## src/rtl/pmp_pkg.sv

```systemverilog
package pmp_pkg;

    localparam int DATA_W = 8;
    localparam int ADDR_W = 2;
    localparam int SEL_W  = 3;

    localparam logic [ADDR_W-1:0] ADDR_PROT = 2'd0;
    localparam logic [ADDR_W-1:0] ADDR_CTRL = 2'd1;

    // permission bit positions inside the protection register
    localparam int BIT_VLP = 5;
    localparam int BIT_LL  = 3;
    localparam int BIT_VLL = 1;
    localparam logic [DATA_W-1:0] PROT_MASK =
        (DATA_W'(1) << BIT_VLP) | (DATA_W'(1) << BIT_LL) | (DATA_W'(1) << BIT_VLL);

    // control register field positions
    localparam int RUN_LSB   = 5;
    localparam int ABORT_BIT = 7;

    typedef enum logic [1:0] {
        RUN_NORMAL = 2'b00,
        RUN_RSV1   = 2'b01,
        RUN_VLP    = 2'b10,
        RUN_RSV3   = 2'b11
    } run_e;

    localparam logic [SEL_W-1:0] STOP_NORMAL = 3'd0;
    localparam logic [SEL_W-1:0] STOP_VLP    = 3'd2;
    localparam logic [SEL_W-1:0] STOP_LL     = 3'd3;
    localparam logic [SEL_W-1:0] STOP_VLL    = 3'd4;

    typedef struct packed {
        logic vlp;
        logic ll;
        logic vll;
    } perm_t;

    function automatic perm_t perm_of(logic [DATA_W-1:0] prot);
        perm_t g;
        g.vlp = prot[BIT_VLP];
        g.ll  = prot[BIT_LL];
        g.vll = prot[BIT_VLL];
        return g;
    endfunction

    function automatic logic run_ok(run_e req, perm_t g);
        case (req)
            RUN_NORMAL: return 1'b1;
            RUN_VLP:    return g.vlp;
            default:    return 1'b0;
        endcase
    endfunction

    function automatic logic stop_ok(logic [SEL_W-1:0] sel, perm_t g);
        case (sel)
            STOP_NORMAL: return 1'b1;
            STOP_VLP:    return g.vlp;
            STOP_LL:     return g.ll;
            STOP_VLL:    return g.vll;
            default:     return 1'b0;
        endcase
    endfunction

endpackage

```

## src/rtl/pmp_prot_reg.sv

```systemverilog
module pmp_prot_reg
    import pmp_pkg::*;
(
    input  logic              clk,
    input  logic              chip_rst,
    input  logic              wr,
    input  logic [DATA_W-1:0] wdata,
    output logic [DATA_W-1:0] prot,
    output logic              locked
);

    // only the full chip reset touches this state
    always_ff @(posedge clk) begin
        if (chip_rst) begin
            prot   <= '0;
            locked <= 1'b0;
        end else if (wr && !locked) begin
            prot   <= wdata & PROT_MASK;
            locked <= 1'b1;
        end
    end

endmodule

```

## src/rtl/pmp_mode_ctrl.sv

```systemverilog
module pmp_mode_ctrl
    import pmp_pkg::*;
(
    input  logic             clk,
    input  logic             chip_rst,
    input  logic             deep_rst,
    input  perm_t            perm,
    input  logic             wr,
    input  logic [1:0]       run_req,
    input  logic [SEL_W-1:0] sel_in,
    input  logic             stop_req,
    output run_e             run_mode,
    output logic [SEL_W-1:0] stop_sel,
    output run_e             cur_mode,
    output logic             stop_go,
    output logic             stop_abort
);

    logic rst;
    logic req_ok;
    logic sel_ok;

    assign rst    = chip_rst | deep_rst;
    assign req_ok = run_ok(run_e'(run_req), perm);
    assign sel_ok = stop_ok(stop_sel, perm);

    always_ff @(posedge clk) begin
        if (rst) begin
            run_mode <= RUN_NORMAL;
            stop_sel <= STOP_NORMAL;
        end else if (wr) begin
            if (req_ok)
                run_mode <= run_e'(run_req);
            stop_sel <= sel_in;
        end
    end

    always_ff @(posedge clk) begin
        if (rst)
            cur_mode <= RUN_NORMAL;
        else
            cur_mode <= run_mode;
    end

    always_ff @(posedge clk) begin
        if (rst) begin
            stop_go    <= 1'b0;
            stop_abort <= 1'b0;
        end else if (stop_req) begin
            stop_go    <= sel_ok;
            stop_abort <= !sel_ok;
        end else begin
            stop_go    <= 1'b0;
        end
    end

endmodule

```

## src/rtl/pmp_top.sv

```systemverilog
module pmp_top
    import pmp_pkg::*;
(
    input  logic              clk,
    input  logic              chip_rst,
    input  logic              deep_rst,
    input  logic              wr_en,
    input  logic [ADDR_W-1:0] addr,
    input  logic [DATA_W-1:0] wdata,
    output logic [DATA_W-1:0] rdata,
    input  logic              stop_req,
    output logic [1:0]        cur_mode,
    output logic              stop_go,
    output logic              stop_abort
);

    logic              wr_ok;
    logic              wr_prot;
    logic              wr_ctrl;
    logic [DATA_W-1:0] prot;
    logic              locked;
    perm_t             perm;
    run_e              run_mode;
    run_e              cur_mode_e;
    logic [SEL_W-1:0]  stop_sel;
    logic [DATA_W-1:0] ctrl_rd;

    assign wr_ok   = wr_en && !deep_rst;
    assign wr_prot = wr_ok && (addr == ADDR_PROT);
    assign wr_ctrl = wr_ok && (addr == ADDR_CTRL);
    assign perm    = perm_of(prot);

    pmp_prot_reg u_prot (
        .clk      (clk),
        .chip_rst (chip_rst),
        .wr       (wr_prot),
        .wdata    (wdata),
        .prot     (prot),
        .locked   (locked)
    );

    pmp_mode_ctrl u_mode (
        .clk        (clk),
        .chip_rst   (chip_rst),
        .deep_rst   (deep_rst),
        .perm       (perm),
        .wr         (wr_ctrl),
        .run_req    (wdata[RUN_LSB +: 2]),
        .sel_in     (wdata[SEL_W-1:0]),
        .stop_req   (stop_req),
        .run_mode   (run_mode),
        .stop_sel   (stop_sel),
        .cur_mode   (cur_mode_e),
        .stop_go    (stop_go),
        .stop_abort (stop_abort)
    );

    always_comb begin
        ctrl_rd                  = '0;
        ctrl_rd[ABORT_BIT]       = stop_abort;
        ctrl_rd[RUN_LSB +: 2]    = run_mode;
        ctrl_rd[SEL_W-1:0]       = stop_sel;
    end

    always_comb begin
        case (addr)
            ADDR_PROT: rdata = prot;
            ADDR_CTRL: rdata = ctrl_rd;
            default:   rdata = '0;
        endcase
    end

    assign cur_mode = cur_mode_e;

endmodule

```

## config.mk

```make
export PLATFORM = sky130hd
export DESIGN_NAME = pmp_top
export DESIGN_NICKNAME = d
export VERILOG_FILES = /design/src/rtl/pmp_pkg.sv /design/src/rtl/pmp_prot_reg.sv /design/src/rtl/pmp_mode_ctrl.sv /design/src/rtl/pmp_top.sv
export SDC_FILE = /design/constraint.sdc
export NUM_CORES = 1
export LEC_CHECK = 0
export ABC_AREA = 1
export ABC_CLOCK_PERIOD_IN_PS = 1500
export BUFFER_PORTS_ARGS = -buffer_cell sky130_fd_sc_hd__buf_2
export CORE_MARGIN = 5
export CORE_UTILIZATION = 40
export CTS_BUF_LIST = sky130_fd_sc_hd__clkbuf_8
export CTS_CLUSTER_SIZE = 40
export DETAILED_ROUTE_END_ITERATION = 10
export GPL_TIMING_DRIVEN = 0
export HOLD_SLACK_MARGIN = 0.06
export PLACE_DENSITY = 0.69
export SLEW_MARGIN = 10
export SYNTH_ARGS = -nofsm -noshare
export SYNTH_HDL_FRONTEND = slang
export SYNTH_SLANG_ARGS = --single-unit
export TNS_END_PERCENT = 20
```

## constraint.sdc

```tcl
create_clock -name clk -period 1.5 [get_ports clk]
set_clock_uncertainty 0.2 [all_clocks]
set_input_delay 0.15 -clock clk [delete_from_list [all_inputs] [get_ports clk]]
set_output_delay 0.15 -clock clk [all_outputs]
set_load 0.01 [all_outputs]
```

-- Word level (Yosys, flattened, before mapping)
Index checks and enable logic that the tools add are counted.
W data, S select, Z words.
- output and inout port bits: 12
- bits of input ports: 15
- word-level logic and storage cells: 29
- register bits: 13
- muxes and demuxes: 3
- reduce and logical (&&, ||, !) cells: 12
- bitwise logic cells: 2
- eq/ne operators: 5
- operator list (cell ; number):
    $pmux W8 S2 ; 1
    $eq A3 B2 Y1 const B ; 2
    $logic_and A1 B1 Y1 ; 4
    $logic_not A2 Y1 ; 2
    $pmux W1 S4 ; 1
    $eq A3 B3 Y1 const B ; 1
    $logic_not A1 Y1 ; 3
    $logic_not A3 Y1 ; 1
    $eq A2 B1 Y1 const B ; 1
    $eq A2 B2 Y1 const B ; 1
    $pmux W1 S2 ; 1
    $reduce_and A2 Y1 ; 1
    $reduce_or A2 Y1 ; 1
    $not A1 Y1 ; 1
    $or A1 B1 Y1 ; 1

-- Depth between registers and ports, before layout
Gate-level depths: netlist of the first run.
- depth in word-level cells: 4
- gate-level depth with buffers: 6
- mapped depth without buffers: 6

-- By module
Synthesis of the first run repeated with hierarchy kept, for this count alone.
- cell total of the unflattened synthesis: 106
- area, all modules: 691.9 µm²
- modules (own cells, without submodules) (module ; times used ; seq. area each (µm²) ; cells an instance ; area an instance (µm²)):
    pmp_mode_ctrl ; 1 ; 180.2 ; 45 ; 340.3
    pmp_prot_reg ; 1 ; 80.1 ; 30 ; 203.9
    pmp_top ; 1 ; 0.0 ; 31 ; 147.6

-- Least setup slack after synthesis of the first run
Ideal clock, no wire load.
- kind: register to register
- from: register u_mode.stop_sel[1]
- to: register u_mode.stop_abort
- clock period less this slack: 1.030 ns
- setup time: 0.117 ns
- arrival time: 0.713 ns
- stages on the path, launching flop included: 6
- slack: 0.470 ns
- required time: 1.183 ns
- path buffers: 0
- cell sequence: dfxtp_1 -> inv_1 -> o21ai_0 -> nand2_1 -> nor2_1 -> nor2_1
- cells in the longest elaborated chain, start to end: 3
- elaborated cells on any way between the ends: 6
- classes of those cells: 3 x eq/ne; 1 x mux; 2 x reduce/logical
- RTL lines (item ; RTL line ; RTL):
    from (decl) ; pmp_mode_ctrl.sv:13 ; output logic [SEL_W-1:0] stop_sel,
    from (signal assigned) ; pmp_mode_ctrl.sv:34 ; stop_sel <= sel_in;
    $eq A3 B3 Y1, or another cell as far along ; pmp_pkg.sv:56 ; case (sel)
    $pmux W1 S4 * ; pmp_pkg.sv:56 ;
    $logic_not A1 Y1 * ; pmp_mode_ctrl.sv:51 ; stop_abort <= !sel_ok;
    to (signal assigned) ; pmp_mode_ctrl.sv:51 ;
    to (decl) ; pmp_mode_ctrl.sv:16 ; output logic stop_abort
Mark *: on every way between the ends. The rest lies on a longest branch, timed or not.
A chain may end at the register's enable or synchronous reset.

-- Worst setup path after layout of the first run
- from: input deep_rst
- to: register u_mode.stop_sel[1]
- cells in the longest elaborated chain, start to end: 3
- elaborated cells on any way between the ends: 4
- classes of those cells: 1 x bitwise; 3 x reduce/logical
- RTL lines (item ; RTL line ; RTL):
    from (decl) ; pmp_top.sv:6 ; input logic deep_rst,
    $logic_not A1 Y1 ; pmp_top.sv:28 ; assign wr_ok = wr_en && !deep_rst;
    $logic_and A1 B1 Y1 ; pmp_top.sv:28 ;
    $logic_and A1 B1 Y1 ; pmp_top.sv:30 ; assign wr_ctrl = wr_ok && (addr == ADDR_CTRL);
Several ways; a longest one is shown, not always the timed one.

==> results of run 1 <==
-- registers in the layout (all words and copies together), names as in the netlist --
register	cells
u_mode.stop_sel	3
u_prot.prot	3
u_prot.locked	1
u_mode.stop_abort	1
u_mode.cur_mode	2
u_mode.run_mode	2
u_mode.stop_go	1
-- power groups by stage --
stage / Clock (mW) / Combinational (mW) / Sequential (mW)
3_3_place_gp: 0 / 0.0781 / 0.363
3_5_place_dp: 0 / 0.0802 / 0.363
5_1_grt: 0.333 / 0.113 / 0.356
2_1_floorplan: 0 / 0.0459 / 0.364
6_report: 0.301 / 0.0994 / 0.356
4_1_cts: 0.317 / 0.0980 / 0.356
-- how the worst max path moves through the flow --
stage | startpoint | to | slack, ns
after floorplan | u_mode.stop_sel[1]$_SDFFE_PP0P_ | u_mode.stop_abort$_SDFFE_PP0P_ | 0.47
after global placement | addr[1] | rdata[1] | 0.35
after detailed placement | deep_rst | u_mode.stop_go$_SDFF_PP0_ | 0.33
after CTS | deep_rst | u_mode.stop_go$_SDFF_PP0_ | 0.05
after global routing | deep_rst | u_prot.prot[5]$_SDFFE_PP0P_ | 0.009
final | deep_rst | u_mode.stop_sel[1]$_SDFFE_PP0P_ | 0.11
-- cell families (layout without fill, tap and decap cells) --
family / after synthesis / in the layout
simple gates: 46 / 46
buf+inv: 19 / 55
flops: 13 / 13
compound gates: 11 / 11
other cells: 1 / 1
-- metal layers --
layer  GRT usage  routed length, um  share of wire  vias to the layer above
li1            -                  -              -                      343
met1       0.140                577           0.40                      268
met2       0.219                704           0.49                       19
met3      0.0703                139          0.096                        4
met4      0.0538                 23          0.016                        0
met5           0                  0              0                        -
-- stage by stage --
| step | hold WS [ns] | cell area, sq um |
|---|---|---|
| 5_1_grt | 0.160 | 888 |
| 3_5_place_dp | 0.158 | 748 |
| 3_3_place_gp | 0.152 | 748 |
| 6_report | 0.130 | 888 |
| 2_1_floorplan | 0.0191 | 613 |
| 4_1_cts | 0.121 | 883 |
-- timing repair --
item | in CTS | in global routing
hold buffers | 9 | 0
endpoints found under the hold margin | 10 | 0
resized for setup | 0 | 2
setup endpoints to repair | 0 | 1
-- final cells by class --
cell class	instances	area, sq um
Timing Repair Buffer	32	205
Sequential cell	13	260
Inverter	18	67.6
Clock inverter	1	3.75
Buffer	1	7.51
Fill cell	150	583
Multi-Input combinational cell	58	283
Clock buffer	3	41.3
Tap cell	16	20.0
-- cells in the final DEF, fill, tap and decap left out, drive strengths merged --
master / n
inv: 19
conb: 1
dfxtp: 13
nand3: 3
a21oi: 2
nor3: 2
nor2: 29
nand2: 12
o22ai: 2
o21bai: 1
buf: 24
dlygate4sd3: 9
clkbuf: 3
o21ai: 6
-- worst max-delay path, delay by kind of cell --
kind	cells	cell delay (ns)
AND/OR/NAND/NOR	3	0.32
buffers and inverters	2	0.68
AO/OA/AOI/OAI	1	0.17
==> results.md, run 1 <==
- Worst-skew pair later-pin latency: 0.24 ns
- Hold Path Depth: 4
- Clock Root Buffer: clkbuf_8
- Adder-Cell Fraction of Synth Area: 0
- CTS tree: built
- DP Cell Count: 129
- Yosys reg bits: 13
- Worst Path Required: 1.44 ns
- Dominant synthesized flop cell: dfxtp_1
- Starting Density: 0.417
- Final Hold Fails: 0
- Cell accounting for the most synthesized area: dfxtp_1
- Setup ws final: 0.112 ns
- DP Worst Slack: 0.330 ns
- Worst R2R End: u_mode.stop_abort$_SDFFE_PP0P_
- Via count: 634
- Vias/cell: 4.46
- CP Launch Type: input pin
- Chip height: 49.2 um
- Final Util: 0.604
- Worst-path clk slew: 0.05 ns
- Chip Width: 49.2 um
- Die area: 2420 sq um
- DRT Wirelength: 1450 um
- H-tree depth: 1
- Most numerous cell in the Yosys netlist: nor2_1
- Routed wire length per instance: 10.2 um
- Post CTS Setup Buffer Count: 0
- Worst R2R Path Depth: 5
- Io pins: 27
- Hold Crit Start: addr[1]
- Grt total ovfl: 0
- Sw frac: 0.232
- Seq pwr share: 0.470
- Syn avg cell area: 6.81 sq um
- ANT nets after route: 0
- Peak supply drop: 0.000799 V
- Core box area: 1470 sq um
- Sequential share of the synthesized area: 0.424
- Fmax: 721 MHz
- # DRC: 0
- Synthesized cell area: 613 sq um
- Final period util: 0.925
- RSZ-0062 raised after global routing: no
- Internal power: 0.581 mW
- Post-Synth XOR/XNOR Area: 0
- Final slew viol count: 0
- First-pass GRT wire length: 2500 um
- Critical Path AT: 1.32 ns
- Power Dens Cells: 851 nW/um^2
- Antenna diodes: 0
- Crit-path slowest cell: dlygate4sd3_1
- Hpwl dp: 1060 um
- Deepest clock path buffer count: 2
- 1st-iter DRT viols: 6
- FF-to-FF Start: u_mode.stop_sel[1]$_SDFFE_PP0P_
- Synthesis-to-finish area growth: 44.9%
- Minimum clock period: 1.39 ns
- Pleak: 0.436 nW
- Reg2reg setup slack: 0.40 ns
- Largest family of logic cells by synthesized area: simple AND/OR/NAND/NOR gates
- Post-synth top cells: nor2_1, inv_1, dfxtp_1
- Clock sink count: 13
- Crit. End Element: flop
- Overall power: 0.756 mW
- Critical Setup Path Class: in -> reg
- TritonCTS Buffers: 3
- # port buffers: 23
- Largest net degree at the start of global routing: 8
- GRT Resource Usage Total: 0.133
- Hold Path End: u_prot.locked$_SDFFE_PP0P_
- Clk pwr share: 0.398
- Sw Pwr: 0.176 mW
- Max Cap Violations: 0
- Comb pwr share: 0.131
- Routability Congestion: 0.744
- Setup tns final: 0 ns
- Slowest cell delay on critical path: 0.53 ns
- Hold Crit Class: in -> reg
- Compound-Gate Fraction of Synth Area: 0.0980
- Synth Instances: 90
- Simple-gate share of the synthesized area: 0.349
- Pre-antenna DRT Iters: 3
- Outcome: complete, no violations
- Multiplexer share of the synthesized area: 0
- Layout cells sized above 1: 0.294
- Syn_nets: 105
- Yosys cell types: 18
- Cell Chain, Critical Path: dlygate4sd3_1 -> buf_2 -> nor2_2 -> nand2_2 -> o21ai_0 -> nor2_1
- Vias in the first global route: 596
- Initial antenna violation count: 0
- Final nets: 142
- Top cells by area in the synthesized netlist: dfxtp_1, nor2_1, inv_1, nand2_1, nor2_2
- Yosys warnings: 0
- Max FO, Critical Path: 4
- Top-area cell type share of the netlist area: 0.424
- Setup violators final: 0
- Post-synth ARST share: 0
- Finished Layout Cells: 142
- # rows: 14
- Post-synth EDFFs: 0
Power figures use the tool's default switching activity.
==> inputs of run 2 (changes only) <==
--- a/config.mk
+++ b/config.mk
@@ -5,7 +5,6 @@
 export SDC_FILE = /design/constraint.sdc
 export NUM_CORES = 1
 export LEC_CHECK = 0
-export ABC_AREA = 1
 export ABC_CLOCK_PERIOD_IN_PS = 1500
 export BUFFER_PORTS_ARGS = -buffer_cell sky130_fd_sc_hd__buf_2
 export CORE_MARGIN = 5
@@ -15,9 +14,10 @@
 export DETAILED_ROUTE_END_ITERATION = 10
 export GPL_TIMING_DRIVEN = 0
 export HOLD_SLACK_MARGIN = 0.06
-export PLACE_DENSITY = 0.69
+export PLACE_DENSITY = 0.67
 export SLEW_MARGIN = 10
 export SYNTH_ARGS = -nofsm -noshare
 export SYNTH_HDL_FRONTEND = slang
+export SYNTH_HIERARCHICAL = 1
 export SYNTH_SLANG_ARGS = --single-unit
 export TNS_END_PERCENT = 20
==> run 2 against run 1 <==
  * Design area is 13% higher
  * Sequential share of layout area is 3.3 points lower
  * Clock power is 2% lower
  * Flip-flop and latch count stayed put
  * Non-clock buffer count is 4 higher
  * Total power is 1.1% higher
  * Global-route usage is 0.36 points lower
  * Synthesized cell count is 20% lower
  * Wire length is 11% higher
  * Register-to-register slack worse by 0.26 ns
  * Combinational power is 15% higher
  * Synthesized area is 17% higher
  * Highest routed layer unchanged
==> results.md, run 2 <==
- Outcome: complete, no violations (unchanged)
- Synthesized cell area: 714 sq um (was 613 sq um)
- Chip height: 52.3 um (was 49.2 um)
- Largest family of logic cells by synthesized area: simple AND/OR/NAND/NOR gates (unchanged)
- WP buf/inv: 2 (unchanged)
- Syn avg cell area: 9.92 sq um (was 6.81 sq um)
- Io pins: 27 (unchanged)
- Starting Density: 0.418 (was 0.417)
- Most frequent cells in the layout: buf_2, dfxtp_1, nor2_1 (was nor2_1, buf_2, inv_1)
- Final slew viol count: 0 (unchanged)
- Via count: 622 (was 634)
- Cell Chain, Critical Path: dlygate4sd3_1 -> buf_2 -> nor2_1 -> and2_1 -> and2_1 (was dlygate4sd3_1 -> buf_2 -> nor2_2 -> nand2_2 -> o21ai_0 -> nor2_1)
- Antenna diodes: 0 (unchanged)
- Worst Path Required: 1.43 ns (was 1.44 ns)
- Routability Congestion: 0.696 (was 0.744)
- Core box area: 1710 sq um (was 1470 sq um)
- Vias/cell: 4.61 (was 4.46)
- Cell accounting for the most synthesized area: dfxtp_1 (unchanged)
- Critical Path AT: 1.29 ns (was 1.32 ns)
- Post-synth top cells: dfxtp_1, nor2_1, mux2i_1 (was nor2_1, inv_1, dfxtp_1)
- 1st-iter DRT viols: 3 (was 6)
- Final Hold Fails: 0 (unchanged)
- # rows: 15 (was 14)
- Setup tns final: 0 ns (unchanged)
- Critical Setup Path Class: in -> reg (unchanged)
- Post-synth EDFFs: 0 (unchanged)
- Peak supply drop: 0.000790 V (was 0.000799 V)
- Setup violators final: 0 (unchanged)
- CTS tree: built (unchanged)
- Sequential share of the synthesized area: 0.364 (was 0.424)
- GRT Resource Usage Total: 0.130 (was 0.133)
- Yosys warnings: 6 (was 0)
- Largest net degree at the start of global routing: 13 (was 8)
- Final nets: 126 (was 142)
- Hold Crit Class: in -> reg (unchanged)
- Slowest cell delay on critical path: 0.52 ns (was 0.53 ns)
- Most numerous cell in the Yosys netlist: dfxtp_1 (was nor2_1)
- Crit. End Element: flop (unchanged)
- Synth Instances: 72 (was 90)
- Post CTS Setup Buffer Count: 0 (unchanged)
- Crit-path slowest cell: dlygate4sd3_1 (unchanged)
- CP dominant cell by count: and2_1
- Top cells by area in the synthesized netlist: dfxtp_1, mux2i_1, buf_4, nor2_1, nand4bb_1 (was dfxtp_1, nor2_1, inv_1, nand2_1, nor2_2)
- ANT nets after route: 0 (unchanged)
- Post-Synth XOR/XNOR Area: 0 (unchanged)
- Vias in the first global route: 618 (was 596)
- Overall power: 0.765 mW (was 0.756 mW)
- First-pass GRT wire length: 2610 um (was 2500 um)
- Chip Width: 52.3 um (was 49.2 um)
- Grt total ovfl: 0 (unchanged)
- Worst-skew pair later-pin latency: 0.24 ns (about the same)
- Clock sink count: 13 (unchanged)
- Max FO, Critical Path: 12 (was 4)
- Minimum clock period: 1.36 ns (was 1.39 ns)
- Final period util: 0.906 (was 0.925)
- Layout cells sized above 1: 0.345 (was 0.294)
- Setup ws final: 0.141 ns (was 0.112 ns)
- Adder-Cell Fraction of Synth Area: 0 (unchanged)
- Hpwl dp: 1190 um (was 1060 um)
- Multiplexer share of the synthesized area: 0.126 (was 0)
- DRT Wirelength: 1600 um (was 1450 um)
- Commonest non-fill, non-tap cell in the layout: buf_2
- Pre-antenna DRT Iters: 4 (was 3)
- H-tree depth: 1 (unchanged)
- RSZ-0062 raised after global routing: no (unchanged)
- Dominant synthesized flop cell: dfxtp_1 (unchanged)
- TritonCTS Buffers: 3 (unchanged)
- Yosys reg bits: 13 (unchanged)
- Simple-gate share of the synthesized area: 0.299 (was 0.349)
- Crit path max-delay family: buffers and inverters (unchanged)
- DP Worst Slack: -0.112 ns (was 0.330 ns)
- Fin area: 1000 sq um (was 888 sq um)
- Clock Root Buffer: clkbuf_8 (unchanged)
- Yosys cell types: 24 (was 18)
- # DRC: 0 (unchanged)
- Power Dens Cells: 764 nW/um^2 (was 851 nW/um^2)
- DP Area: 866 sq um (was 748 sq um)
- Initial antenna violation count: 0 (unchanged)
- CP Launch Type: input pin (unchanged)
- Max Cap Violations: 0 (unchanged)
- # port buffers: 21 (was 23)
- Synthesis-to-finish area growth: 40.1% (was 44.9%)
- Compound-Gate Fraction of Synth Area: 0.110 (was 0.0980)
- Deepest clock path buffer count: 2 (unchanged)
- Die area: 2730 sq um (was 2420 sq um)
- Pleak: 0.458 nW (was 0.436 nW)
- Top-area cell type share of the netlist area: 0.364 (was 0.424)
- Final Util: 0.586 (was 0.604)
- Post-synth ARST share: 0 (unchanged)
- Worst-path clk slew: 0.05 ns (about the same)
- Fmax: 736 MHz (was 721 MHz)
- Routed wire length per instance: 11.8 um (was 10.2 um)
- Largest regs: u_mode/stop_sel (3), u_prot/prot (3) (was u_mode.stop_sel (3), u_prot.prot (3))
run 2: changes by cell type after synthesis, moves of 3 or more:
cell	change
buf_4	+4
inv_1	-15
nor2_1	-13
nand4bb_1	+3
mux2i_1	+9
nand2_1	-10
o21ai_0	-3
and2_1	+4
nor2_2	-4
run 2: cell families after synthesis:
kind of cell           after synthesis
AO/OA/AOI/OAI                       10
buffers and inverters                9
flip-flops                          13
multiplexers                         9
other                                1
AND/OR/NAND/NOR                     30
run 2: layout make-up:
type,count,area [sq um]
fillers,151,707
repair buffers,30,195
flip-flops and latches,13,260
inverters,2,7.51
well taps,25,31.3
plain buffers,7,60.1
clock buffers,3,41.3
multi-input cells,54,402
clock inverters,1,3.75
run 2: report_power, final:
group,switching [mW],internal [mW]
registers,0.00495,0.351
clock network,0.115,0.180
logic,0.0485,0.0655
run 2: repair_timing:
item,4_1_cts,5_1_grt
hold endpoints to repair,9,0
hold buffers,9,0
resized for setup,0,0
run 2: tightest hold or removal path: cells and delay by family:
kind | cells | cell delay (ns)
simple gates | 3 | 0.20
buf+inv | 1 | 0.12
run 2: metal layers:
layer  share of wire  global-route usage  up-vias
met3           0.073              0.0598        2
met2            0.52               0.228       21
met5               0                   0        -
met4           0.014              0.0383        0
li1                -                   -      318
met1            0.40               0.137      281
run 2: path summary, 6_finish.rpt:
check,start,end,slack (ns),depth (start not counted)
max reg2reg,u_prot/prot[5]$_SDFFE_PP0P_,u_mode/stop_go$_SDFF_PP0_,0.14,3
min,addr[1],u_prot/locked$_SDFFE_PP0P_,0.08,4
max,chip_rst,u_mode/run_mode[0]$_SDFFE_PP0P_,0.14,5
min reg2reg,u_prot/prot[1]$_SDFFE_PP0P_,u_prot/prot[1]$_SDFFE_PP0P_,0.29,2
run 2: per-stage QoR:
| stage | hold WS (ns) | std cells |
|---|---|---|
| after floorplan | 0.0189 | 76 |
| after global placement | 0.209 | 122 |
| after detailed placement | 0.223 | 122 |
| after CTS | 0.0812 | 135 |
| after global routing | 0.108 | 135 |
| final | 0.0757 | 135 |
==> inputs of run 3 (changes only) <==
--- a/config.mk
+++ b/config.mk
@@ -5,6 +5,7 @@
 export SDC_FILE = /design/constraint.sdc
 export NUM_CORES = 1
 export LEC_CHECK = 0
+export ABC_AREA = 1
 export ABC_CLOCK_PERIOD_IN_PS = 1500
 export BUFFER_PORTS_ARGS = -buffer_cell sky130_fd_sc_hd__buf_2
 export CORE_MARGIN = 5
@@ -14,7 +15,7 @@
 export DETAILED_ROUTE_END_ITERATION = 10
 export GPL_TIMING_DRIVEN = 0
 export HOLD_SLACK_MARGIN = 0.06
-export PLACE_DENSITY = 0.67
+export PLACE_DENSITY = 0.68
 export SLEW_MARGIN = 10
 export SYNTH_ARGS = -nofsm -noshare
 export SYNTH_HDL_FRONTEND = slang
==> run 3 against run 2 <==
  * Via count up 17%
  * Synthesized area down 3.2%
  * Register-to-register slack better by 0.31 ns
  * Cell count up 20%
  * Sequential power about the same
  * Die area down 2.5%
  * Fmax up 5.7%
  * Critical endpoint is now u_mode/stop_abort$_SDFFE_PP0P_
==> results.md, run 3 <==
- Outcome: complete, no violations (unchanged)
- Routability Congestion: 0.848 (was 0.696)
- Cell Chain, Critical Path: buf_2 -> dlygate4sd3_1 -> nor2_4 -> o21ai_0 -> a21oi_1 (was dlygate4sd3_1 -> buf_2 -> nor2_1 -> and2_1 -> and2_1)
- Critical Path AT: 1.25 ns (was 1.29 ns)
- H-tree depth: 1 (unchanged)
- Deepest clock path buffer count: 2 (unchanged)
- Starting Density: 0.410 (was 0.418)
- Initial antenna violation count: 0 (unchanged)
- Final slew viol count: 0 (unchanged)
- Antenna diodes: 0 (unchanged)
- Pleak: 0.501 nW (was 0.458 nW)
- Pre-antenna DRT Iters: 4 (unchanged)
- Crit. End Element: flop (unchanged)
- CTS tree: built (unchanged)
- Max FO, Critical Path: 5 (was 12)
- 1st-iter DRT viols: 17 (was 3)
- Largest net degree at the start of global routing: 9 (was 13)
- Crit-path slowest cell: dlygate4sd3_1 (unchanged)
- Sequential share of the synthesized area: 0.376 (was 0.364)
- Layout cells sized above 1: 0.262 (was 0.345)
- Most numerous cell in the Yosys netlist: nand2_1 (was dfxtp_1)
- Worst-path clk slew: 0.05 ns (about the same)
- Via count: 730 (was 622)
- DRT Wirelength: 1640 um (was 1600 um)
- Most frequent cells in the layout: nand2_1, buf_2, inv_1 (was buf_2, dfxtp_1, nor2_1)
- Hpwl dp: 1230 um (was 1190 um)
- Setup tns final: 0 ns (unchanged)
- Grt total ovfl: 0 (unchanged)
- Dominant synthesized flop cell: dfxtp_1 (unchanged)
- Setup violators final: 0 (unchanged)
- RSZ-0062 raised after global routing: no (unchanged)
- Worst Path Required: 1.47 ns (was 1.43 ns)
- ANT nets after route: 0 (unchanged)
- Largest regs: u_mode/stop_sel (3), u_prot/prot (3) (unchanged)
- Worst-skew pair later-pin latency: 0.24 ns (about the same)
- Minimum clock period: 1.28 ns (was 1.36 ns)
- Final nets: 161 (was 126)
- Routed wire length per instance: 10.1 um (was 11.8 um)
- WP buf/inv: 2 (unchanged)
- CP Launch Type: input pin (unchanged)
- Setup ws final: 0.215 ns (was 0.141 ns)
- Post CTS Setup Buffer Count: 0 (unchanged)
- Synthesized cell area: 692 sq um (was 714 sq um)
- Post-synth ARST share: 0 (unchanged)
- # DRC: 0 (unchanged)
- DP Worst Slack: 0.134 ns (was -0.112 ns)
- Core box area: 1690 sq um (was 1710 sq um)
- Hold Crit Class: in -> reg (unchanged)
- Critical Setup Path Class: in -> reg (unchanged)
- Yosys warnings: 6 (unchanged)
- Final period util: 0.857 (was 0.906)
- Io pins: 27 (unchanged)
- Post-synth top cells: nand2_1, inv_1, nor2_1 (was dfxtp_1, nor2_1, mux2i_1)
- Resized Gates After CTS: 0 (unchanged)
- TritonCTS Buffers: 3 (unchanged)
- Peak supply drop: 0.000556 V (was 0.000790 V)
- Top cells by area in the synthesized netlist: dfxtp_1, nand2_1, inv_1, nor2_1, nand3_1 (was dfxtp_1, mux2i_1, buf_4, nor2_1, nand4bb_1)
- Syn avg cell area: 6.53 sq um (was 9.92 sq um)
- Overall power: 0.776 mW (was 0.765 mW)
- Slowest cell delay on critical path: 0.58 ns (was 0.52 ns)
- Chip Width: 51.6 um (was 52.3 um)
- Synthesis-to-finish area growth: 40.7% (was 40.1%)
- Yosys reg bits: 13 (unchanged)
- Clock Root Buffer: clkbuf_8 (unchanged)
- Fmax: 778 MHz (was 736 MHz)
- Vias/cell: 4.51 (was 4.61)
- Power Dens Cells: 797 nW/um^2 (was 764 nW/um^2)
- Clock sink count: 13 (unchanged)
- CTS hold repair buffers: 9 (unchanged)
- Post-synth EDFFs: 0 (unchanged)
- Yosys cell types: 14 (was 24)
- # rows: 15 (unchanged)
- # port buffers: 22 (was 21)
- Chip height: 51.6 um (was 52.3 um)
- Max Cap Violations: 0 (unchanged)
- Final Hold Fails: 0 (unchanged)
- Synth Instances: 106 (was 72)
- Crit path max-delay family: buffers and inverters (unchanged)
- Top-area cell type share of the netlist area: 0.376 (was 0.364)
- # fillers: 177 (was 151)
- Cell accounting for the most synthesized area: dfxtp_1 (unchanged)
- Vias in the first global route: 689 (was 618)
- First-pass GRT wire length: 2870 um (was 2610 um)
- Die area: 2660 sq um (was 2730 sq um)
- Commonest non-fill, non-tap cell in the layout: nand2_1 (was buf_2)
- GRT Resource Usage Total: 0.145 (was 0.130)
==> run 3: cell count changes after synthesis, sizes merged, moves of 4 or more <==
cell / delta
and2: -4
nor2: +8
mux2i: -9
a21oi: +6
nand2: +26
inv: +18
nand3: +10
==> run 3: path summary, 6_finish.rpt <==
path | startpoint | endpoint | slack [ns] | depth (start not counted)
worst min register to register | u_mode/run_mode[0]$_SDFFE_PP0P_ | u_mode/cur_mode[0]$_SDFF_PP0_ | 0.26 | 2
worst min-delay path | wr_en | u_mode/stop_sel[1]$_SDFFE_PP0P_ | 0.15 | 5
worst max-delay path | deep_rst | u_mode/stop_abort$_SDFFE_PP0P_ | 0.22 | 5
worst max register to register | u_prot/prot[5]$_SDFFE_PP0P_ | u_mode/stop_abort$_SDFFE_PP0P_ | 0.45 | 3
==> run 3: cell families (layout without fill, tap and decap cells) <==
kind of cell	after synthesis	count (layout)	synth area share
AOI/OAI and AO/OA	12	12	0.0868
and+or+nand+nor	54	54	0.353
other	1	5	0.00542
buffers and inverters	26	61	0.179
DFF	13	13	0.376
==> run 3: layer usage <==
metal,track usage,share of wire
met3,0.0287,0.052
met1,0.164,0.45
met5,0,0
met2,0.239,0.49
met4,0.105,0.0086
==> run 3: layout make-up <==
type	instances	area, sq um	share of cell area
multi-input cells	71	323	0.332
well taps	17	21.3	0.0219
flip-flops and latches	13	260	0.267
clock buffers	3	41.3	0.0424
clock inverters	1	3.75	0.00386
plain buffers	6	48.8	0.0501
inverters	20	75.1	0.0771
repair buffers	31	200	0.206
==> run 3: stage by stage <==
step | hold slack (ns) | utilization | area (sq um) | std cells
final | 0.153 | 0.576 | 973 | 162
after global routing | 0.187 | 0.576 | 973 | 162
after CTS | 0.141 | 0.576 | 973 | 162
after detailed placement | 0.188 | 0.496 | 838 | 149
after global placement | 0.176 | 0.496 | 838 | 149
after floorplan | 0.0191 | - | 707 | 110
==> run 3: where the power goes <==
group / internal, mW / total (mW) / leakage, nW / switching, mW
registers: 0.353 / 0.358 / 0.105 / 0.00490
clock network: 0.180 / 0.299 / 0.0269 / 0.119
logic: 0.0593 / 0.119 / 0.369 / 0.0599
==> run 3: worst register-to-register path, delay by kind of cell, from the launching register on <==
kind	cells	cell delay [ns]
AO/OA/AOI/OAI	2	0.34
flip-flops	1	0.34
AND/OR/NAND/NOR	1	0.10
